`src/rtl/ep0_out_pkg.sv`:
```
// ep0_out_pkg: shared encodings for the control OUT handshake controller.
// Assumes an 8-bit status word; the bit positions below are fixed by the firmware map.
package ep0_out_pkg;
    typedef enum logic [1:0] {
        TK_SETUP = 2'd0,
        TK_IN    = 2'd1,
        TK_OUT   = 2'd2,
        TK_NONE  = 2'd3
    } tok_e;

    typedef enum logic [1:0] {
        HS_ACK   = 2'd0,
        HS_NAK   = 2'd1,
        HS_STALL = 2'd2
    } hs_e;

    localparam int unsigned BIT_RDY  = 0;
    localparam int unsigned BIT_RXM  = 1;
    localparam int unsigned BIT_STL  = 2;
    localparam int unsigned BIT_DEND = 3;
    localparam int unsigned BIT_SEND = 4;
    localparam int unsigned BIT_SVC  = 6;

    // Maximum packet size in bytes for a two-bit size code.
    function automatic logic [6:0] mps_bytes(input logic [1:0] code);
        return 7'd8 << code;
    endfunction
endpackage

```
`src/rtl/ep0_hs_select.sv`:
```
// ep0_hs_select: picks ACK, NAK or STALL for each received OUT data packet
// and registers the choice. Assumes pkt_valid is a one-cycle strobe.
module ep0_hs_select
    import ep0_out_pkg::*;
(
    input  logic clk,
    input  logic rst_n,
    input  logic pkt_valid,
    input  logic data_end,
    input  logic rdy_flag,
    output logic accept,
    output logic stall_now,
    output logic hs_valid,
    output logic [1:0] hs_code
);
    hs_e choice;

    // Decide the handshake from the current flags.
    always_comb begin
        if (data_end)      choice = HS_STALL;
        else if (rdy_flag) choice = HS_NAK;
        else               choice = HS_ACK;
    end

    assign accept    = pkt_valid && !data_end && !rdy_flag;
    assign stall_now = pkt_valid && data_end;

    // Register the handshake toward the serial engine.
    always_ff @(posedge clk) begin
        if (!rst_n) begin
            hs_valid <= 1'b0;
            hs_code  <= HS_ACK;
        end else begin
            hs_valid <= pkt_valid;
            if (pkt_valid) hs_code <= choice;
        end
    end

    // packet during pending ready flag is refused
    a_r3_nak_when_busy: assert property (@(posedge clk) disable iff (!rst_n)
        (pkt_valid && rdy_flag && !data_end) |=> (hs_valid && hs_code == HS_NAK));

    // handshake strobe never lasts two cycles without a new packet
    a_r11_hs_pulse: assert property (@(posedge clk) disable iff (!rst_n)
        (hs_valid && !$past(pkt_valid)) |-> 1'b0);
endmodule

```
`src/rtl/ep0_rx_track.sv`:
```
// ep0_rx_track: keeps receive mode for the control OUT data stage and flags
// SETUP/IN tokens that arrive inside it. Tokens take priority over packets.
module ep0_rx_track
    import ep0_out_pkg::*;
#(
    parameter int LEN_W = 7
) (
    input  logic             clk,
    input  logic             rst_n,
    input  logic             tok_valid,
    input  logic [1:0]       tok_kind,
    input  logic             accept,
    input  logic [LEN_W-1:0] pkt_len,
    input  logic [1:0]       mps_sel,
    output logic             rx_mode,
    output logic             setup_tok,
    output logic             early_end
);
    localparam int MW = (LEN_W > 7) ? LEN_W : 7;

    logic ctl_tok;
    logic out_tok;
    logic short_pkt;
    logic [MW-1:0] len_ext;
    logic [MW-1:0] mps_ext;

    // Decode token classes and compare packet size with the limit.
    always_comb begin
        setup_tok = tok_valid && (tok_kind == TK_SETUP);
        ctl_tok   = tok_valid && (tok_kind == TK_SETUP || tok_kind == TK_IN);
        out_tok   = tok_valid && (tok_kind == TK_OUT);
        len_ext   = MW'(pkt_len);
        mps_ext   = MW'(mps_bytes(mps_sel));
        short_pkt = len_ext < mps_ext;
    end

    assign early_end = ctl_tok && rx_mode;

    // Update receive mode: exit on tokens or short packets, enter on OUT.
    always_ff @(posedge clk) begin
        if (!rst_n)                    rx_mode <= 1'b0;
        else if (ctl_tok)              rx_mode <= 1'b0;
        else if (accept && short_pkt)  rx_mode <= 1'b0;
        else if (out_tok)              rx_mode <= 1'b1;
    end

    // a premature end always leaves receive mode
    a_r5_early_exit: assert property (@(posedge clk) disable iff (!rst_n)
        early_end |=> !rx_mode);

    // an accepted zero-length packet ends receive mode
    a_r7_zlp_exit: assert property (@(posedge clk) disable iff (!rst_n)
        (accept && pkt_len == '0 && !tok_valid) |=> !rx_mode);
endmodule

```
`src/rtl/ep0_ctl_csr.sv`:
```
// ep0_ctl_csr: holds the firmware-visible flags and the interrupt pulse.
// Hardware sets beat firmware clears; SETUP's clear of data-end beats a firmware set.
module ep0_ctl_csr
    import ep0_out_pkg::*;
#(
    parameter int CSR_W = 8
) (
    input  logic             clk,
    input  logic             rst_n,
    input  logic             accept,
    input  logic             stall_now,
    input  logic             early_end,
    input  logic             setup_tok,
    input  logic             wr_en,
    input  logic [CSR_W-1:0] wr_data,
    output logic             rdy_flag,
    output logic             data_end,
    output logic             stall_flag,
    output logic             send_flag,
    output logic             irq
);
    logic w_svc;
    logic w_stl;
    logic w_dend;
    logic w_send;
    logic unused_wbits;

    // Decode firmware write-one bits.
    always_comb begin
        w_svc  = wr_en && wr_data[BIT_SVC];
        w_stl  = wr_en && wr_data[BIT_STL];
        w_dend = wr_en && wr_data[BIT_DEND];
        w_send = wr_en && wr_data[BIT_SEND];
    end

    assign unused_wbits = ^{wr_data[CSR_W-1], wr_data[5], wr_data[1:0]};

    // Update the flag register and raise the interrupt pulse.
    always_ff @(posedge clk) begin
        if (!rst_n) begin
            rdy_flag   <= 1'b0;
            data_end   <= 1'b0;
            stall_flag <= 1'b0;
            send_flag  <= 1'b0;
            irq        <= 1'b0;
        end else begin
            if (accept)         rdy_flag <= 1'b1;
            else if (w_svc)     rdy_flag <= 1'b0;
            if (setup_tok)      data_end <= 1'b0;
            else if (w_dend)    data_end <= 1'b1;
            if (stall_now)      stall_flag <= 1'b1;
            else if (w_stl)     stall_flag <= 1'b0;
            if (early_end)      send_flag <= 1'b1;
            else if (w_send)    send_flag <= 1'b0;
            irq <= accept || stall_now || early_end;
        end
    end

    // accepted packet raises ready
    a_r1_accept_sets_ready: assert property (@(posedge clk) disable iff (!rst_n)
        accept |=> rdy_flag);

    // every interrupt has a raised flag behind it
    a_r11_irq_has_cause: assert property (@(posedge clk) disable iff (!rst_n)
        irq |-> (rdy_flag || stall_flag || send_flag));

    // sent-stall only falls through a firmware write
    a_r9_stall_sticky: assert property (@(posedge clk) disable iff (!rst_n)
        (stall_flag && !w_stl) |=> stall_flag);
endmodule

```
`src/rtl/ep0_out_hs.sv`:
```
// ep0_out_hs: control endpoint OUT-stage handshake controller top.
// Ties the handshake chooser, the receive-mode tracker and the flag register together.
// Assumes decoded token strobes and one pkt_valid per received data packet.
module ep0_out_hs
    import ep0_out_pkg::*;
#(
    parameter int LEN_W = 7,
    parameter int CSR_W = 8
) (
    input  logic             clk,
    input  logic             rst_n,
    input  logic             tok_valid,
    input  logic [1:0]       tok_kind,
    input  logic             pkt_valid,
    input  logic [LEN_W-1:0] pkt_len,
    input  logic [1:0]       mps_sel,
    input  logic             csr_wr,
    input  logic [CSR_W-1:0] csr_wdata,
    output logic [CSR_W-1:0] csr_rdata,
    output logic             irq,
    output logic             hs_valid,
    output logic [1:0]       hs_code
);
    logic accept, stall_now, rx_mode, setup_tok, early_end;
    logic rdy_flag, data_end, stall_flag, send_flag;

    ep0_hs_select u_hs (
        .clk(clk), .rst_n(rst_n), .pkt_valid(pkt_valid),
        .data_end(data_end), .rdy_flag(rdy_flag),
        .accept(accept), .stall_now(stall_now),
        .hs_valid(hs_valid), .hs_code(hs_code)
    );

    ep0_rx_track #(.LEN_W(LEN_W)) u_rx (
        .clk(clk), .rst_n(rst_n), .tok_valid(tok_valid), .tok_kind(tok_kind),
        .accept(accept), .pkt_len(pkt_len), .mps_sel(mps_sel),
        .rx_mode(rx_mode), .setup_tok(setup_tok), .early_end(early_end)
    );

    ep0_ctl_csr #(.CSR_W(CSR_W)) u_csr (
        .clk(clk), .rst_n(rst_n), .accept(accept), .stall_now(stall_now),
        .early_end(early_end), .setup_tok(setup_tok),
        .wr_en(csr_wr), .wr_data(csr_wdata),
        .rdy_flag(rdy_flag), .data_end(data_end), .stall_flag(stall_flag),
        .send_flag(send_flag), .irq(irq)
    );

    // Assemble the status word from flag and mode state.
    always_comb begin
        csr_rdata           = '0;
        csr_rdata[BIT_RDY]  = rdy_flag;
        csr_rdata[BIT_RXM]  = rx_mode;
        csr_rdata[BIT_STL]  = stall_flag;
        csr_rdata[BIT_DEND] = data_end;
        csr_rdata[BIT_SEND] = send_flag;
    end

    // a STALL handshake is always reported in the sent-stall flag
    a_r8_stall_reported: assert property (@(posedge clk) disable iff (!rst_n)
        (hs_valid && hs_code == HS_STALL) |-> (csr_rdata[BIT_STL] && irq));

    // SETUP clears data-end and receive mode
    a_r9_setup_clears: assert property (@(posedge clk) disable iff (!rst_n)
        (tok_valid && tok_kind == TK_SETUP) |=> (!csr_rdata[BIT_DEND] && !csr_rdata[BIT_RXM]));

    // a STALLed packet leaves the ready flag alone
    a_r8_stall_keeps_ready: assert property (@(posedge clk) disable iff (!rst_n)
        (pkt_valid && data_end) |=> (csr_rdata[BIT_RDY] == $past(rdy_flag) || $past(csr_wr)));
endmodule

```
`config.mk`:
```
export PLATFORM = sky130hd
export DESIGN_NAME = ep0_out_hs
export DESIGN_NICKNAME = d
export VERILOG_FILES = /design/src/rtl/ep0_out_pkg.sv /design/src/rtl/ep0_hs_select.sv /design/src/rtl/ep0_rx_track.sv /design/src/rtl/ep0_ctl_csr.sv /design/src/rtl/ep0_out_hs.sv
export SDC_FILE = /design/constraint.sdc
export NUM_CORES = 1
export LEC_CHECK = 0
export ABC_AREA = 1
export CAP_MARGIN = 40
export CORE_MARGIN = 5
export CORE_UTILIZATION = 33
export DETAILED_ROUTE_END_ITERATION = 10
export GPL_TIMING_DRIVEN = 0
export PLACE_DENSITY = 0.87
export SYNTH_ARGS = -nofsm -noshare
export SYNTH_HDL_FRONTEND = slang
export SYNTH_SLANG_ARGS = --single-unit
```
`constraint.sdc`:
```
create_clock -name clk -period 1.3 [get_ports clk]
set_input_delay 0.26 -clock clk [delete_from_list [all_inputs] [get_ports clk]]
set_output_delay 0.26 -clock clk [all_outputs]
set_load 0.01 [all_outputs]
```
; Word-level counts from Yosys, hierarchy flattened
; Cells that the tools add are included.
[word_totals]
inputBits = 24
wordCells = 44
regBits = 9
[classes]
n_bitwise = 1
n_lt_le_gt_ge = 1
n_eq_ne = 2
shifts = 1
n_mux = 8
reduce_logical = 23
[op_table]
columns = cell, n
row1 = logical AND 1 bit, 12
row2 = < comparator 7 bit, 1
row3 = two-way mux 1 bit, 7
row4 = left shift 4 x 2 -> 7 bit (first input constant), 1
row5 = nonzero test 2 bit, 3
row6 = logical OR 1 bit, 3
row7 = OR reduction 3 bit, 1
row8 = == test 2 x 1 -> 1 bit (second input constant), 1
row9 = == test 2 bit (second input constant), 1
row10 = logical NOT 1 bit, 2
row11 = logical NOT 2 bit, 1
row12 = two-way mux 2 bit, 1
row13 = OR reduction 2 bit, 1
row14 = NOT 1 bit, 1

; Depth between registers and ports, before layout
[depth]
word_depth = 5
ltp_mapped = 7

; Modules after synthesis
; Synthesis repeated with hierarchy kept, for this count alone.
[hier_totals]
cells_unflattened = 77
area_unflattened_um2 = 528.0
[modules_own_cells]
columns = module, seq_area_each_um2, n_inst, area_per_inst_um2, cells_each
row1 = ep0_ctl_csr, 100.1, 1, 176.4, 23
row2 = ep0_rx_track, 20.0, 1, 173.9, 29
row3 = ep0_hs_select, 60.1, 1, 113.9, 16
row4 = ep0_out_hs, 0.0, 1, 63.8, 9

; Least setup slack after synthesis
; Ideal clock, no wire load.
[synth_path]
path_type = in2reg
from = input mps_sel[0]
to = register u_rx.rx_mode
arrival_ps = 888
path_buffers = 0
setup_slack_ps = 295
setup_ps = 117
t_required_ps = 1183
path_stages = 7
cell_sequence = inv_1 > nand2_1 > ha_1 > o21ai_0 > nand2_1 > nand2_1 > a21oi_1
[synth_via]
elab_chain_cells = 4
[synth_lines]
columns = element, line
row1 = from (decl), ep0_out_hs.sv:16  ; input logic [1:0] mps_sel,
row2 = left shift 4 x 2 -> 7 bit, ep0_out_pkg.sv:26  ; return 7'd8 << code;
row3 = < comparator 7 bit, ep0_rx_track.sv:34  ; short_pkt = len_ext < mps_ext;
row4 = logical AND 1 bit, ep0_rx_track.sv:43  ; else if (accept && short_pkt) rx_mode <= 1'b0;
row5 = OR reduction 3 bit (no source line), n/a
row6 = to (signal assigned), ep0_rx_track.sv:42  ; else if (ctl_tok) rx_mode <= 1'b0;
row7 = to (signal assigned), ep0_rx_track.sv:43
row8 = to (signal assigned), ep0_rx_track.sv:44  ; else if (out_tok) rx_mode <= 1'b1;
row9 = to (decl), ep0_rx_track.sv:15  ; output logic rx_mode,
; Every way passes these cells.
; A chain may end at the register's enable or synchronous reset.

; Worst setup path in the final report
[layout_path]
from = register u_csr.data_end
to = output csr_rdata[3]
[layout_rtl]
columns = element, line
row1 = from (decl), ep0_ctl_csr.sv:17  ; output logic data_end,
row2 = from (signal assigned), ep0_ctl_csr.sv:42  ; data_end <= 1'b0;
row3 = from (signal assigned), ep0_ctl_csr.sv:49  ; if (setup_tok) data_end <= 1'b0;
row4 = from (signal assigned), ep0_ctl_csr.sv:50  ; else if (w_dend) data_end <= 1'b1;
row5 = to (decl), ep0_out_hs.sv:19  ; output logic [CSR_W-1:0] csr_rdata,
; No word-level cell between the ends.

==> impl_metrics.yaml <==
power:
  ir_drop_mv: 0.325
  power_leakage_nw: 0.447
  total_power_uw: 685
  powerDensity_nw_per_um2: 847
routing:
  antenna_left: 0
  wl_um: 1250
  vias: 535
  dr.pass1.iters: 2
  drc: 0
  drt_iter0_markers: 11
  detail_route.wl_per_cell_um: 10.5
  viasPerCell: 4.50
timing:
  fmax_mhz: 800
  fin_ws_ns: 0.0495
  slew_viol_final: 0
  setup_viol: 0
  period_share: 0.962
  period_minus_slack_ns: 1.25
  hold_viol: 0
  fin_skew_ns: 0.00170
  rsz0062_at_grt: "false"
grt:
  grt-ovfl-total: 0
  grt_pass1_wl_um: 2130
  antenna_found_initial: 0
  grt_max_degree: 8
  grt_pass1_vias: 524
  gr-usage-all-layers: 0.112
synthesis:
  ys_seq_area_frac: 0.354
  synth-seq-cells: 9
  yosys-top-cells-area: "dfxtp_1 35%, nand2_1 15%, buf_4 12%"
  yosys_warnings: 0
  syn_area_um2: 509
  yosysTopAreaCell: "dfxtp_1"
  synth_cell_types: 12
  synth_top_area_frac: 0.354
  post_synth_inst_count: 72
  syn_avg_cell_area_um2: 7.07
finish:
  final_cell_mix: "20 x nand2_1, 14 x clkdlybuf4s50_1, 12 x inv_1"
  final_nets: 132
  area_growth_pct: 59.0
  final_common_cell: "nand2_1"
  final_cell_area_um2: 810
  antennaDiodeCount: 0
  instances_no_fill: 119
  drive_gt1_frac: 0.155
place:
  placed_area_um2: 787
  place_congestion: 0.725
  dp_cells: 115
  dp_slack_ns: -0.250
  portBuffers: 25
  dp_hpwl_um: 1020
clock_tree:
  clk_pin_slew_ns: 0.06
  root_buffer: "clkbuf_4"
  cts-htree-levels: 1
  cts_buffer_depth: 2
  clock-sinks: 9
  postCtsSetupBuffers: 0
  clk_latency_ns: 0.26
  tritoncts: "yes"
  numCtsBuffers: 3
die:
  die_area_um2: 2430
  io_pins: 36
  core_um2: 1490
  die_width_um: 49.3
  fp-row-count: 14
  fp.dieH_um: 49.3
  start_util: 0.342
setup_path:
  crit_path_start_kind: "register"
  path_max_fanout: 4
  path_class: "reg -> out"
  cp-end-kind: "output port"
  cp_slowest_cell: "dfxtp_2"
  r2r_cells: 3
  path_cells: "buf_4, dlygate4sd2_1"
  worstPathRequired_ns: 1.04
  cpPeakStageDelay_ns: 0.34
  arrival_ns: 0.99
run:
  drv_cap: 0
min_path:
  hp-class: "reg -> reg"
  hold_depth: 2
status:
  outcome: "finished clean"
cell type report:
cell class | instances | area (um2)
repair buffers | 25 | 243
clock buffers | 4 | 26.3
inverters | 12 | 45.0
flip-flops and latches | 9 | 184
plain buffers | 8 | 60.1
well taps | 16 | 20.0
multi-input cells | 45 | 231
fillers | 146 | 679
kinds of logic (layout without fill, tap and decap cells):
group / Yosys count / in the layout / share of synthesized area
flops: 9 / 9 / 0.354
simple gates: 27 / 27 / 0.224
compound gates: 11 / 11 / 0.111
buf+inv: 20 / 49 / 0.206
other cells: 1 / 3 / 0.00736
fa+ha+maj: 4 / 4 / 0.0983
flip-flops by register name, indices dropped and copies added, names as in the netlist:
name	cells
u_hs.hs_valid	1
u_csr.stall_flag	1
u_rx.rx_mode	1
u_csr.data_end	1
u_csr.rdy_flag	1
u_csr.irq	1
u_hs.hs_code	2
u_csr.send_flag	1
per-stage QoR:
stage | utilization | hold WS (ns) | setup TNS, ns
after global placement | 0.529 | 0.454 | -0.219
after CTS | 0.539 | 0.474 | 0
after detailed placement | 0.529 | 0.462 | -0.250
final | 0.544 | 0.467 | 0
after global routing | 0.544 | 0.503 | 0
after floorplan | - | 0.349 | 0
routing by layer:
layer | GRT usage | share of wire | vias up
met1 | 0.0956 | 0.35 | 226
met3 | 0.0428 | 0.084 | 6
met2 | 0.202 | 0.54 | 24
met5 | 0 | 0 | -
li1 | - | - | 279
met4 | 0.0897 | 0.031 | 0
worst max-delay path, delay by kind of cell, from the launching register on:
family	cells	cell delay [ns]
buffers and inverters	2	0.39
DFF	1	0.34
cells in the mapped netlist:
cell      number
nand2_1       20
inv_1         12
dfxtp_1        9
buf_4          8
a21oi_1        7
ha_1           4
nand3_1        4
o21ai_0        3
nor2_1         2
a31oi_1        1
conb_1         1
nand3b_2       1
report_power, final:
part / internal [mW] / switching, mW
sequential: 0.293 / 0.00949
combinational: 0.0973 / 0.0714
clock: 0.118 / 0.0964
final timing paths:
| kind | to | startpoint | slack, ns |
|---|---|---|---|
| min reg2reg | u_hs.hs_code[0]$_SDFFE_PN0P_ | u_hs.hs_code[0]$_SDFFE_PN0P_ | 0.47 |
| max | csr_rdata[3] | u_csr.data_end$_SDFFE_PP0P_ | 0.05 |
| max reg2reg | u_rx.rx_mode$_SDFFE_PP0P_ | u_csr.rdy_flag$_SDFFE_PN0P_ | 0.45 |
| min | u_hs.hs_code[0]$_SDFFE_PN0P_ | u_hs.hs_code[0]$_SDFFE_PN0P_ | 0.47 |
timing repair:
| action | CTS | global route |
|---|---|---|
| hold buffers | 0 | 0 |
| gates resized for setup | 11 | 4 |
| gates cloned | 0 | 0 |
| setup endpoints to repair | 9 | 2 |
No activity file was read; power rests on OpenSTA's default activity.
